[src/rtl/grp_intc_pkg.sv]
// Shared constants and types for the grouped interrupt controller.
// Assumes a 32-bit register port and exactly four priority levels.
package grp_intc_pkg;
    localparam int DATA_W     = 32;
    localparam int NUM_LEVELS = 4;
    localparam int LVL_W      = 2;
    localparam int LVL_HI     = 31;
    localparam int LVL_LO     = 30;
    localparam int PEND_BIT   = 31;

    // Register space selected by the top two address bits.
    typedef enum logic [1:0] {
        SPACE_PRIO  = 2'd0,
        SPACE_REQ   = 2'd1,
        SPACE_CAUSE = 2'd2,
        SPACE_NONE  = 2'd3
    } space_e;
endpackage

[src/rtl/grp_intc_sampler.sv]
// Request sampling stage: registers every request line into its group's
// request register while sample_en is high, holds otherwise, and ORs each
// group into a pending flag. Assumes inputs already synchronous to clk.
module grp_intc_sampler #(
    parameter int NUM_GROUPS = 2,
    parameter int GROUP_W    = 32
) (
    input  logic                                 clk,
    input  logic                                 rst_n,
    input  logic                                 sample_en,
    input  logic [NUM_GROUPS*GROUP_W-1:0]        irq_lines,
    input  logic                                 nmi_line,
    output logic [NUM_GROUPS-1:0][GROUP_W-1:0]   req_q,
    output logic                                 nmi_q,
    output logic [NUM_GROUPS-1:0]                grp_pend
);
    for (genvar g = 0; g < NUM_GROUPS; g++) begin : g_grp
        // Capture this group's lines when the sampling clock runs.
        always_ff @(posedge clk) begin
            if (!rst_n) begin
                req_q[g] <= '0;
            end else if (sample_en) begin
                req_q[g] <= irq_lines[g*GROUP_W +: GROUP_W];
            end
        end

        // Any active line makes the group pending.
        assign grp_pend[g] = |req_q[g];
    end

    // Capture the non-maskable request with the same enable.
    always_ff @(posedge clk) begin
        if (!rst_n) begin
            nmi_q <= 1'b0;
        end else if (sample_en) begin
            nmi_q <= nmi_line;
        end
    end
endmodule

[src/rtl/grp_intc_prio_regs.sv]
// Per-group priority registers holding a level and an autovector offset.
// Assumes the caller has already decoded the write to the priority space.
module grp_intc_prio_regs
    import grp_intc_pkg::*;
#(
    parameter int NUM_GROUPS = 2,
    parameter int OFF_W      = 14,
    parameter int IDX_W      = 2
) (
    input  logic                                clk,
    input  logic                                rst_n,
    input  logic                                wr_en,
    input  logic [IDX_W-1:0]                    wr_idx,
    input  logic [DATA_W-1:0]                   wr_data,
    output logic [NUM_GROUPS-1:0][LVL_W-1:0]    grp_lvl,
    output logic [NUM_GROUPS-1:0][OFF_W-1:0]    grp_off
);
    for (genvar g = 0; g < NUM_GROUPS; g++) begin : g_reg
        // Load level and offset fields when this group is addressed.
        always_ff @(posedge clk) begin
            if (!rst_n) begin
                grp_lvl[g] <= '0;
                grp_off[g] <= '0;
            end else if (wr_en && (wr_idx == IDX_W'(g))) begin
                grp_lvl[g] <= wr_data[LVL_HI:LVL_LO];
                grp_off[g] <= wr_data[OFF_W-1:0];
            end
        end
    end
endmodule

[src/rtl/grp_intc_level_resolve.sv]
// For each level, finds whether any pending group sits on it and picks the
// offset of the lowest-numbered one. Masks are not applied here.
module grp_intc_level_resolve
    import grp_intc_pkg::*;
#(
    parameter int NUM_GROUPS = 2,
    parameter int OFF_W      = 14
) (
    input  logic [NUM_GROUPS-1:0]               grp_pend,
    input  logic [NUM_GROUPS-1:0][LVL_W-1:0]    grp_lvl,
    input  logic [NUM_GROUPS-1:0][OFF_W-1:0]    grp_off,
    output logic [NUM_LEVELS-1:0]               lvl_pend,
    output logic [NUM_LEVELS-1:0][OFF_W-1:0]    lvl_off
);
    for (genvar l = 0; l < NUM_LEVELS; l++) begin : g_lvl
        // Scan groups downward so the lowest number is the last to win.
        always_comb begin
            lvl_pend[l] = 1'b0;
            lvl_off[l]  = '0;
            for (int g = NUM_GROUPS - 1; g >= 0; g--) begin
                if (grp_pend[g] && (grp_lvl[g] == LVL_W'(l))) begin
                    lvl_pend[l] = 1'b1;
                    lvl_off[l]  = grp_off[g];
                end
            end
        end
    end
endmodule

[src/rtl/grp_intc_arbiter.sv]
// Applies the processor masks, picks the highest unmasked level, and lets
// the non-maskable request override everything.
module grp_intc_arbiter
    import grp_intc_pkg::*;
#(
    parameter int               OFF_W   = 14,
    parameter logic [OFF_W-1:0] NMI_VEC = '0
) (
    input  logic [NUM_LEVELS-1:0]               lvl_pend,
    input  logic [NUM_LEVELS-1:0][OFF_W-1:0]    lvl_off,
    input  logic [NUM_LEVELS-1:0]               lvl_mask,
    input  logic                                gm,
    input  logic                                nmi_q,
    output logic                                out_valid,
    output logic                                out_nmi,
    output logic [LVL_W-1:0]                    out_level,
    output logic [OFF_W-1:0]                    out_vec
);
    logic [NUM_LEVELS-1:0] eligible;

    // A level may compete only when pending and not blocked by a mask.
    always_comb begin
        for (int l = 0; l < NUM_LEVELS; l++) begin
            eligible[l] = lvl_pend[l] && !lvl_mask[l] && !gm;
        end
    end

    // Ascending scan: the highest eligible level is the last assignment.
    always_comb begin
        out_valid = 1'b0;
        out_nmi   = 1'b0;
        out_level = '0;
        out_vec   = '0;
        for (int l = 0; l < NUM_LEVELS; l++) begin
            if (eligible[l]) begin
                out_valid = 1'b1;
                out_level = LVL_W'(l);
                out_vec   = lvl_off[l];
            end
        end
        if (nmi_q) begin
            out_valid = 1'b1;
            out_nmi   = 1'b1;
            out_level = LVL_W'(NUM_LEVELS - 1);
            out_vec   = NMI_VEC;
        end
    end
endmodule

[src/rtl/grp_intc.sv]
// Grouped priority interrupt controller top. Ties the sampling stage, the
// priority registers, the per-level resolver and the mask arbiter together
// and provides the register port. Assumes GROUP_W and OFF_W fit in 32 bits
// and OFF_W stays below bit 30.
module grp_intc
    import grp_intc_pkg::*;
#(
    parameter int               NUM_GROUPS = 2,
    parameter int               GROUP_W    = 32,
    parameter int               OFF_W      = 14,
    parameter logic [OFF_W-1:0] NMI_VEC    = '0,
    localparam int GSEL_W = (NUM_GROUPS > 1) ? $clog2(NUM_GROUPS) : 1,
    localparam int IDX_W  = (GSEL_W > LVL_W) ? GSEL_W : LVL_W,
    localparam int ADDR_W = 2 + IDX_W,
    localparam int LINES  = NUM_GROUPS * GROUP_W
) (
    input  logic                 clk,
    input  logic                 rst_n,
    input  logic                 sample_en,
    input  logic [LINES-1:0]     irq_lines,
    input  logic                 nmi_line,
    input  logic [3:0]           cpu_lvl_mask,
    input  logic                 cpu_gm,
    input  logic                 cfg_we,
    input  logic [ADDR_W-1:0]    cfg_addr,
    input  logic [31:0]          cfg_wdata,
    input  logic [ADDR_W-1:0]    rd_addr,
    output logic [31:0]          rd_data,
    output logic                 irq_valid,
    output logic                 irq_nmi,
    output logic [1:0]           irq_level,
    output logic [OFF_W-1:0]     irq_autovec
);
    logic [NUM_GROUPS-1:0][GROUP_W-1:0] req_q;
    logic                               nmi_q;
    logic [NUM_GROUPS-1:0]              grp_pend;
    logic [NUM_GROUPS-1:0][LVL_W-1:0]   grp_lvl;
    logic [NUM_GROUPS-1:0][OFF_W-1:0]   grp_off;
    logic [NUM_LEVELS-1:0]              lvl_pend;
    logic [NUM_LEVELS-1:0][OFF_W-1:0]   lvl_off;
    space_e                             wr_space;
    space_e                             rd_space;
    logic [IDX_W-1:0]                   wr_idx;
    logic [IDX_W-1:0]                   rd_idx;
    logic                               prio_we;

    assign wr_space = space_e'(cfg_addr[ADDR_W-1 -: 2]);
    assign wr_idx   = cfg_addr[IDX_W-1:0];
    assign rd_space = space_e'(rd_addr[ADDR_W-1 -: 2]);
    assign rd_idx   = rd_addr[IDX_W-1:0];
    assign prio_we  = cfg_we && (wr_space == SPACE_PRIO);

    grp_intc_sampler #(
        .NUM_GROUPS (NUM_GROUPS),
        .GROUP_W    (GROUP_W)
    ) u_sampler (
        .clk       (clk),
        .rst_n     (rst_n),
        .sample_en (sample_en),
        .irq_lines (irq_lines),
        .nmi_line  (nmi_line),
        .req_q     (req_q),
        .nmi_q     (nmi_q),
        .grp_pend  (grp_pend)
    );

    grp_intc_prio_regs #(
        .NUM_GROUPS (NUM_GROUPS),
        .OFF_W      (OFF_W),
        .IDX_W      (IDX_W)
    ) u_prio (
        .clk     (clk),
        .rst_n   (rst_n),
        .wr_en   (prio_we),
        .wr_idx  (wr_idx),
        .wr_data (cfg_wdata),
        .grp_lvl (grp_lvl),
        .grp_off (grp_off)
    );

    grp_intc_level_resolve #(
        .NUM_GROUPS (NUM_GROUPS),
        .OFF_W      (OFF_W)
    ) u_resolve (
        .grp_pend (grp_pend),
        .grp_lvl  (grp_lvl),
        .grp_off  (grp_off),
        .lvl_pend (lvl_pend),
        .lvl_off  (lvl_off)
    );

    grp_intc_arbiter #(
        .OFF_W   (OFF_W),
        .NMI_VEC (NMI_VEC)
    ) u_arb (
        .lvl_pend  (lvl_pend),
        .lvl_off   (lvl_off),
        .lvl_mask  (cpu_lvl_mask),
        .gm        (cpu_gm),
        .nmi_q     (nmi_q),
        .out_valid (irq_valid),
        .out_nmi   (irq_nmi),
        .out_level (irq_level),
        .out_vec   (irq_autovec)
    );

    // Read multiplexer over the priority, request and cause spaces.
    always_comb begin
        rd_data = '0;
        unique case (rd_space)
            SPACE_PRIO: begin
                if (int'(rd_idx) < NUM_GROUPS) begin
                    rd_data[LVL_HI:LVL_LO] = grp_lvl[rd_idx[GSEL_W-1:0]];
                    rd_data[OFF_W-1:0]     = grp_off[rd_idx[GSEL_W-1:0]];
                end
            end
            SPACE_REQ: begin
                if (int'(rd_idx) < NUM_GROUPS) begin
                    rd_data[GROUP_W-1:0] = req_q[rd_idx[GSEL_W-1:0]];
                end
            end
            SPACE_CAUSE: begin
                if (int'(rd_idx) < NUM_LEVELS) begin
                    rd_data[PEND_BIT]   = lvl_pend[rd_idx[LVL_W-1:0]];
                    rd_data[OFF_W-1:0]  = lvl_off[rd_idx[LVL_W-1:0]];
                end
            end
            default: rd_data = '0;
        endcase
    end
endmodule

[config.mk]
export PLATFORM = sky130hd
export DESIGN_NAME = grp_intc
export DESIGN_NICKNAME = d
export VERILOG_FILES = /design/src/rtl/grp_intc_pkg.sv /design/src/rtl/grp_intc_sampler.sv /design/src/rtl/grp_intc_prio_regs.sv /design/src/rtl/grp_intc_level_resolve.sv /design/src/rtl/grp_intc_arbiter.sv /design/src/rtl/grp_intc.sv
export SDC_FILE = /design/constraint.sdc
export NUM_CORES = 1
export LEC_CHECK = 0
export CORE_UTILIZATION = 44
export DETAILED_ROUTE_END_ITERATION = 10
export DONT_BUFFER_PORTS = 1
export HOLD_SLACK_MARGIN = 0.02
export PLACE_DENSITY = 0.67
export SLEW_MARGIN = 40
export SYNTH_ARGS = -nofsm -noshare
export SYNTH_HDL_FRONTEND = slang
export SYNTH_SLANG_ARGS = --single-unit
[constraint.sdc]
create_clock -name clk -period 2.3 [get_ports clk]
set_input_delay 0 -clock clk [delete_from_list [all_inputs] [get_ports clk]]
set_output_delay 0 -clock clk [all_outputs]
set_load 0.01 [all_outputs]
* After elaboration in Yosys (flattened, before gate mapping)
Index checks and enable logic that the tools add are counted. Widths: inputs -> output; s select.
Storage, ports and cells: bits of input ports 114, register bits after elaboration 97
Operators by class: equal/unequal tests 9, order comparisons 3, reductions and logical operators 31, mux-type cells 48
Operator list (number):
- $mux 14 | 17
- $mux 32 | 3
- $reduce_or 32->1 | 2
- $pmux 14 s3 | 1
- $bmux 14 s2 | 1
- $logic_and 1x1->1 | 19
- $mux 1 | 16
- $mux 16 | 1
- $mux 2 | 6
- $eq 2x2->1 const B | 5
- $logic_not 2->1 | 5
- $eq 2x1->1 const B | 4
- $logic_not 1->1 | 5
- $lt 2x3->1 const B | 1
- $pmux 1 s3 | 1
- $bmux 1 s2 | 1
- $lt 1x2->1 const B | 1
- $lt 2x2->1 const B | 1
- $pmux 1 s2 | 1

* Depth between registers and ports, before layout
Gate-level depths: netlist of the first run.
word-level depth 11, mapped depth 9

* Hierarchy
Synthesis of the first run repeated with hierarchy kept, for this count alone.
Unflattened totals: cell total of the unflattened synthesis 767, area, all modules 7205.7 um2
Modules (own cells, without submodules):
- grp_intc_sampler | area an instance 2642.5 um2, cells each 231, times used 1
- grp_intc | area an instance 1457.6 um2, cells each 160, times used 1
- grp_intc_level_resolve | area an instance 1243.7 um2, cells each 172, times used 1
- grp_intc_prio_regs | area an instance 1243.7 um2, cells each 123, times used 1
- grp_intc_arbiter | area an instance 618.1 um2, cells each 81, times used 1

* Worst setup path after synthesis of the first run
No wires, ideal clock.
path kind reg-to-output, from register u_sampler.req_q[40] in the netlist's numbering, to output irq_autovec[0], buffers on the path 2, slack 0.046 ns, stages on the path, launching flop included 10, arrival 2.254 ns, cells stage by stage dfxtp_1 nor4_1 nand4_2 o21ai_4 a21oi_2 or3_1 buf_6 buf_6 o22a_1 a211oi_2
Between the ends: longest elaborated chain between the ends 11
Ends and longest elaborated chain:
- start: declaration | line grp_intc_sampler.sv:13 | output logic [NUM_GROUPS-1:0][GROUP_W-1:0] req_q,
- start signal: indexed assignment | line grp_intc_sampler.sv:23 | req_q[g] <= irq_lines[g*GROUP_W +: GROUP_W];
- $reduce_or 32->1 (*) | line grp_intc_sampler.sv:28 | assign grp_pend[g] = |req_q[g];
- $logic_and 1x1->1 | line grp_intc_level_resolve.sv:21 | if (grp_pend[g] && (grp_lvl[g] == LVL_W'(l))) begin
- $mux 1 (2 in a row) | line grp_intc_level_resolve.sv:21
- $logic_and 1x1->1 (2 in a row) | line grp_intc_arbiter.sv:24 | eligible[l] = lvl_pend[l] && !lvl_mask[l] && !gm;
- $mux 14 (3 in a row) | line grp_intc_arbiter.sv:35 | if (eligible[l]) begin
- $mux 14 (*) | line grp_intc_arbiter.sv:35
- $mux 14 (*) | line grp_intc_arbiter.sv:41 | if (nmi_q) begin
- end: declaration | line grp_intc.sv:32 | output logic [OFF_W-1:0] irq_autovec
Every way passes the cells marked *; elsewhere a longest branch is shown, timed or not.

* Worst setup path in the final report of the first run
from register u_sampler.req_q[8] in the netlist's numbering, to output irq_autovec[3]
Between the ends: longest elaborated chain between the ends 10
Ends and longest elaborated chain (line):
- $reduce_or 32->1 (*) | grp_intc_sampler.sv:28
- $logic_and 1x1->1 | grp_intc_level_resolve.sv:21
- $mux 1 | grp_intc_level_resolve.sv:21
- $logic_and 1x1->1 (2 in a row) | grp_intc_arbiter.sv:24
- $mux 14 (3 in a row) | grp_intc_arbiter.sv:35
- $mux 14 (*) | grp_intc_arbiter.sv:35
- $mux 14 (*) | grp_intc_arbiter.sv:41
Marks and branches as above.

==> insert_results.sql, run 1 <==
INSERT INTO impl_metrics (metric_group, metric, value, unit) VALUES
('outcome', 'status', 'finished, violations left', ''),
('outcome', 'failed_checks', 'negative setup slack', ''),
('floorplan', 'placement_rows', '44', ''),
('worst_setup_path', 'cpLargestDelayFamily', 'buffers and inverters', ''),
('floorplan', 'num_io_pins', '164', ''),
('finish', 'design.final.nets', '1073', ''),
('placed_design', 'dpl-instance-area', '0.00747', 'mm^2'),
('logic_synthesis', 'syn-mean-instance-area', '9.08', 'um^2'),
('logic_synthesis', 'netlist_instances', '714', ''),
('logic_synthesis', 'yosys.cell_types.count', '57', ''),
('logic_synthesis', 'ys_top_cells_by_count', 'mux2i_1, nor2b_1, dfxtp_1', ''),
('logic_synthesis', 'synth_top_cells_by_area', 'dfxtp_1, mux2i_1, nor2b_1', ''),
('power', 'peak_supply_drop', '415', 'uV'),
('timing', 'setup_slack', '-443', 'ps'),
('worst_setup_path', 'timing.reg2reg.setup_slack', '600', 'ps'),
('logic_synthesis', 'syn_nets', '828', ''),
('worst_setup_path', 'cp.depth', '12', ''),
('worst_setup_path', 'critical_path.n_buffers_inverters', '5', ''),
('clocking', 'cts_tree', 'done', ''),
('power', 'cellPowerDensity', '439', 'mW/mm^2'),
('floorplan', 'design.die.area', '0.0152', 'mm^2'),
('worst_setup_path', 'timing.critical_path.cells', 'nor4_4 -> buf_4 -> nand4_4 -> buf_6 -> buf_6 -> o21ai_4 -> a21o_1 -> and3_4 -> buf_6 -> a21oi_2 -> a211oi_2 -> buf_4', ''),
('worst_setup_path', 'worstReg2RegEnd', 'u_sampler.nmi_q', ''),
('clocking', 'clk_root_buffer_cell', 'clkbuf_16', ''),
('drt', 'routed_via_density', '6.10', ''),
('placed_design', 'pre_cts_slack', '-293', 'ps'),
('timing', 'finalCriticalPeriod', '2740', 'ps'),
('worst_setup_path', 'startpoint_types', 'flip-flop', ''),
('worst_setup_path', 'timing.setup.critical_path_class', 'flip-flop to primary output', ''),
('drt', 'initialDrtViolationCount', '656', ''),
('drt', 'iteration_count_of_the_initial_detailed_routing_pass', '5', ''),
('clocking', 'clk_pin_slew_worst_paths', '70', 'ps'),
('finish', 'final_standard_cell_utilization_of_the_core', '70.1', '%'),
('timing', 'max_slew_violation_count', '0', ''),
('global_routing', 'grt_pass1_wl', '38.9', 'mm'),
('drt', 'avgRoutedWirePerCell', '22.3', 'um'),
('clocking', 'cts_sinks', '97', ''),
('placed_design', 'number_of_i_o_port_buffers', '0', ''),
('timing', 'hold_viol_final', '0', ''),
('timing', 'timing_worst_slew_pin_value', '855', 'ps'),
('finish', 'diodes', '0', ''),
('finish', 'drive_above_1_share', '29.4', '%'),
('floorplan', 'start_util', '44.8', '%'),
('global_routing', 'via_count_of_the_first_global_routing_pass', '7207', ''),
('timing', 'fmax', '0.365', 'GHz'),
('finish', 'layoutNonFillerInstCount', '1147', ''),
('hold_path', 'hold_path_startpoint', 'rst_n', ''),
('drt', 'routed_wirelength', '25.6', 'mm'),
('placed_design', 'dp.cells', '969', ''),
('placed_design', 'place.gp.congestion', '0.932', ''),
('timing', 'unrepaired_setup_endpoints_after_global_routing', 'yes', ''),
('finish', 'syn2layout_area_growth', '56.4', '%'),
('placed_design', 'place.detailed.hpwl', '16.1', 'mm'),
('power', 'power.static_leakage', '0.00392', 'uW'),
('logic_synthesis', 'yosys_warnings', '0', ''),
('logic_synthesis', 'synth_edf_count', '0', ''),
('worst_setup_path', 'regToRegStartpoint', 'u_sampler.nmi_q', ''),
('job', 'max_cap_violations', '0', ''),
('clocking', 'worst_skew_pair_later_pin_latency', '340', 'ps'),
('drt', 'via_count', '6996', ''),
('logic_synthesis', 'seq_area_frac_synth', '29.9', '%'),
('global_routing', 'track_usage', '33.6', '%'),
('finish', 'final_design_area_no_fill', '0.0101', 'mm^2'),
('worst_setup_path', 'max_stage_delay', '340', 'ps'),
('hold_path', 'hold_path.class', 'input port to flip-flop', ''),
('global_routing', 'pin_count_of_the_biggest_net_entering_global_routing', '98', ''),
('worst_setup_path', 'critical_path.slowest_cell', 'dfxtp_2', ''),
('worst_setup_path', 'crit_path_end_kind', 'primary output', ''),
('worst_setup_path', 'cp_data_required_time', '2300', 'ps'),
('timing', 'finalSetupViolCount', '32', ''),
('worst_setup_path', 'critical_path.max_fanout', '6', '');
[worst register-to-register path: stages (launching register included)]
cell,delay (ps)
dfxtp_1,810
mux2i_1,150
dlygate4sd3_1,590
nor2b_1,100
[power by group]
group | switching [uW] | total (uW) | internal, uW
Sequential | 85.7 | 1840 | 1760
Combinational | 392 | 981 | 589
Clock | 655 | 1630 | 977
[metrics by stage]
stage	power [uW]	TNS [ps]	hold WS, ps
5_1_grt	4610	-14880	70.9
3_3_place_gp	2420	-3400	134
2_1_floorplan	2260	0	166
6_report	4450	-11280	46.5
3_5_place_dp	2430	-4310	138
4_1_cts	4370	-10150	64.9
[layout make-up]
type,count,area (um^2)
Timing Repair Buffer,288,2700
Fill cell,1033,4330
Clock inverter,3,65.1
Tap cell,184,230
Multi-Input combinational cell,551,4910
Clock buffer,12,246
Sequential cell,97,1950
Inverter,12,45.0
[how the worst max path moves through the flow]
stage          slack (ps)              to           startpoint
3_5_place_dp         -290  irq_autovec[2]   u_sampler.req_q[8]
3_3_place_gp         -210  irq_autovec[5]   u_sampler.req_q[8]
6_report             -440  irq_autovec[3]   u_sampler.req_q[8]
2_1_floorplan          50  irq_autovec[0]  u_sampler.req_q[40]
5_1_grt              -550  irq_autovec[3]   u_sampler.req_q[8]
4_1_cts              -460  irq_autovec[2]  u_sampler.req_q[11]
[timing repair]
action	4_1_cts	5_1_grt
endpoints found under the setup margin	32	32
gates cloned	3	2
hold buffers	146	0
pin swaps	45	41
endpoints found under the hold margin	97	0
buffers inserted	9	3
resized for setup	108	47
[registers in the layout (all words and copies together), names as in the netlist]
| name | cells |
|---|---|
| u_prio.grp_lvl | 4 |
| u_prio.grp_off | 28 |
| u_sampler.nmi_q | 1 |
| u_sampler.req_q | 64 |
[cell families after synthesis]
kind of cell,Yosys count,synth area share [%]
mux,153,25.7
flops,97,29.9
simple gates,212,19.2
compound gates,186,21.0
buf+inv,66,4.19
[layout by cell type, fill, tap and decap left out, drive strengths merged, types with 7 or more instances in the layout]
cell type | netlist | routed
dlygate4sd3 | 0 | 145
a21oi | 34 | 34
mux2 | 7 | 7
nor2b | 102 | 102
dfxtp | 97 | 97
nor4 | 17 | 17
mux4 | 10 | 10
nor2 | 44 | 44
buf | 22 | 141
o21ai | 28 | 28
a21o | 7 | 7
o31ai | 10 | 10
nand2 | 26 | 26
clkbuf | 32 | 14
o22a | 8 | 8
o22ai | 7 | 7
o211ai | 17 | 17
a22oi | 11 | 11
a211oi | 14 | 14
o21a | 10 | 10
inv | 12 | 12
mux2i | 136 | 136
[per-layer routing]
layer | share of wire, % | vias up | global-route usage, %
met3 | 8.2 | 72 | 7.47
met2 | 48 | 370 | 57.6
met4 | 3.1 | 0 | 13.9
li1 | - | 3158 | -
met5 | 0 | - | 0
met1 | 40 | 3396 | 40.4
(Power assumes the default switching activity.)
==> run 2, diff against run 1 <==
Settings changed: RECOVER_POWER set to 50.
==> insert_results.sql, run 2 (synthesized netlist as in run 1, its figures left out) <==
INSERT INTO impl_metrics (metric_group, metric, value, unit) VALUES
('worst_setup_path', 'crit_path_end_kind', 'primary output', ''),
('power', 'power.static_leakage', '0.00386', 'uW'),
('timing', 'max_slew_violation_count', '0', ''),
('outcome', 'status', 'finished, violations left', ''),
('placed_design', 'number_of_i_o_port_buffers', '0', ''),
('global_routing', 'track_usage', '33.6', '%'),
('global_routing', 'pin_count_of_the_biggest_net_entering_global_routing', '98', ''),
('drt', 'routed_via_density', '6.06', ''),
('hold_path', 'hold_path.class', 'input port to flip-flop', ''),
('finish', 'design.final.nets', '1073', ''),
('power', 'peak_supply_drop', '415', 'uV'),
('floorplan', 'design.core.area', '0.0145', 'mm^2'),
('worst_setup_path', 'cpLargestDelayFamily', 'simple AND/OR/NAND/NOR gates', ''),
('clocking', 'numCtsBuffers', '9', ''),
('clocking', 'clock_tree.buffer_depth', '2', ''),
('timing', 'setup_slack', '-446', 'ps'),
('drt', 'ant_nets', '0', ''),
('clocking', 'clk_root_buffer_cell', 'clkbuf_16', ''),
('power', 'cellPowerDensity', '441', 'mW/mm^2'),
('floorplan', 'die_width', '123', 'um'),
('worst_setup_path', 'cp_data_required_time', '2300', 'ps'),
('placed_design', 'pre_cts_slack', '-293', 'ps'),
('clocking', 'clk_pin_slew_worst_paths', '70', 'ps'),
('global_routing', 'antenna_found_initial', '0', ''),
('finish', 'layout.cells.most_common', 'dlygate4sd3_1', ''),
('worst_setup_path', 'timing.reg2reg.setup_slack', '610', 'ps'),
('timing', 'finalCritPeriodShare', '119', '%'),
('placed_design', 'place.detailed.hpwl', '16.1', 'mm'),
('finish', 'commonest_cells_after_routing_fill_and_taps_aside', 'dlygate4sd3_1, mux2i_1, nor2b_1', ''),
('clocking', 'cts_tree', 'done', ''),
('power', 'overall_power_of_the_completed_layout', '4440', 'uW'),
('drt', 'via_count', '6947', ''),
('outcome', 'failed_checks', 'negative setup slack', ''),
('worst_setup_path', 'critical_path.max_fanout', '7', ''),
('clocking', 'worst_skew_pair_later_pin_latency', '340', 'ps'),
('job', 'max_cap_violations', '0', ''),
('worst_setup_path', 'timing.setup.critical_path_class', 'flip-flop to primary output', ''),
('global_routing', 'grt_remaining_overflow', '0', ''),
('drt', 'initialDrtViolationCount', '635', ''),
('timing', 'hold_viol_final', '0', ''),
('clocking', 'cts_sinks', '97', ''),
('global_routing', 'grt_pass1_wl', '38.9', 'mm'),
('floorplan', 'num_io_pins', '164', ''),
('worst_setup_path', 'critical_path.most_common_cell', 'buf_6', ''),
('drt', 'number_of_design_rule_violations_left_after_detail_routing', '0', ''),
('drt', 'iteration_count_of_the_initial_detailed_routing_pass', '5', ''),
('worst_setup_path', 'max_stage_delay', '380', 'ps'),
('timing', 'relSlewSlack', '7.31', '%'),
('floorplan', 'placement_rows', '44', ''),
('timing', 'finalSetupViolCount', '32', ''),
('finish', 'final_standard_cell_utilization_of_the_core', '69.6', '%'),
('drt', 'routed_wirelength', '25.5', 'mm'),
('worst_setup_path', 'critical_path.n_buffers_inverters', '3', ''),
('floorplan', 'die_height', '123', 'um'),
('worst_setup_path', 'crit_arrival', '2750', 'ps'),
('placed_design', 'dpl-instance-area', '0.00747', 'mm^2'),
('timing', 'timing_worst_slew_pin_value', '1390', 'ps'),
('finish', 'final_design_area_no_fill', '0.0101', 'mm^2'),
('floorplan', 'start_util', '44.8', '%'),
('worst_setup_path', 'timing.critical_path.cells', 'nor4_4 -> nand4_2 -> buf_6 -> o21ai_4 -> a21oi_2 -> or3_4 -> buf_6 -> o22a_1 -> a211oi_2 -> buf_4', ''),
('placed_design', 'place.gp.congestion', '0.932', ''),
('finish', 'drive_above_1_share', '27.7', '%'),
('finish', 'diodes', '0', ''),
('floorplan', 'design.die.area', '0.0152', 'mm^2'),
('timing', 'unrepaired_setup_endpoints_after_global_routing', 'yes', ''),
('finish', 'registers.top_by_ff_count', 'u_sampler.req_q', ''),
('worst_setup_path', 'startpoint_types', 'flip-flop', ''),
('drt', 'avgRoutedWirePerCell', '22.2', 'um'),
('global_routing', 'via_count_of_the_first_global_routing_pass', '7207', ''),
('timing', 'finalCriticalPeriod', '2750', 'ps'),
('worst_setup_path', 'critical_path.slowest_cell', 'or3_4', ''),
('clocking', 'htree_num_levels', '3', ''),
('finish', 'largest_register_ff_count', '64', ''),
('timing', 'fmax', '0.364', 'GHz'),
('finish', 'syn2layout_area_growth', '55.4', '%'),
('finish', 'fillerInstances', '1051', ''),
('timing', 'timing.clock.skew', '0', 'ps'),
('finish', 'layout_top_registers', 'u_sampler.req_q (64), u_prio.grp_off (28), u_prio.grp_lvl (4)', '');
## run 2: changes by cell type in the layout (fill, tap and decap cells not counted), sizes merged
cell	change
buf	-22
clkbuf	+22
## run 2: path summary, 6_finish.rpt
path,startpoint,to,cells past startpoint
worst max-delay path,u_sampler.req_q[31],irq_autovec[5],10
worst min-delay path,rst_n,u_sampler.req_q[37],2
worst max register to register,u_sampler.nmi_q,u_sampler.nmi_q,3
worst min register to register,u_prio.grp_lvl[1],u_prio.grp_lvl[1],2
## run 2: what timing repair did
item	in CTS	in global routing
hold buffers	146	0
hold endpoints to repair	97	0
buffers inserted	9	3
pin swaps	45	41
endpoints found under the setup margin	32	32
gates cloned	3	2
gates resized for setup	108	47
## run 2: final cells by class
| type | count | area, um^2 | area share (%) |
|---|---|---|---|
| multi-input cells | 551 | 4890 | 48.6 |
| repair buffers | 288 | 2650 | 26.3 |
| flip-flops and latches | 97 | 1950 | 19.3 |
| clock buffers | 12 | 246 | 2.45 |
| well taps | 184 | 230 | 2.28 |
| clock inverters | 3 | 65.1 | 0.645 |
| inverters | 12 | 45.0 | 0.447 |
## run 2: per-layer routing
layer | track usage, % | vias up | part of all wire, %
met2 | 57.6 | 353 | 48
met5 | 0 | - | 0
li1 | - | 3158 | -
met3 | 7.47 | 68 | 7.9
met4 | 13.9 | 0 | 3.2
met1 | 40.4 | 3368 | 41
## run 2: report_power, final
group          total, uW  switching (uW)  leakage, uW  internal [uW]
logic                970             391      0.00291            578
clock network       1630             654     0.000153            977
registers           1840            84.8     0.000797           1760
total               4440            1130      0.00386           3310
## run 2: metrics by stage
stage | cells | hold slack [ps] | TNS [ps]
floorplan | 714 | 166 | 0
global placement | 969 | 134 | -3400
detailed placement | 969 | 138 | -4310
CTS | 1142 | 64.9 | -10150
global route | 1147 | 70.9 | -14880
finish | 1147 | 54.8 | -11370
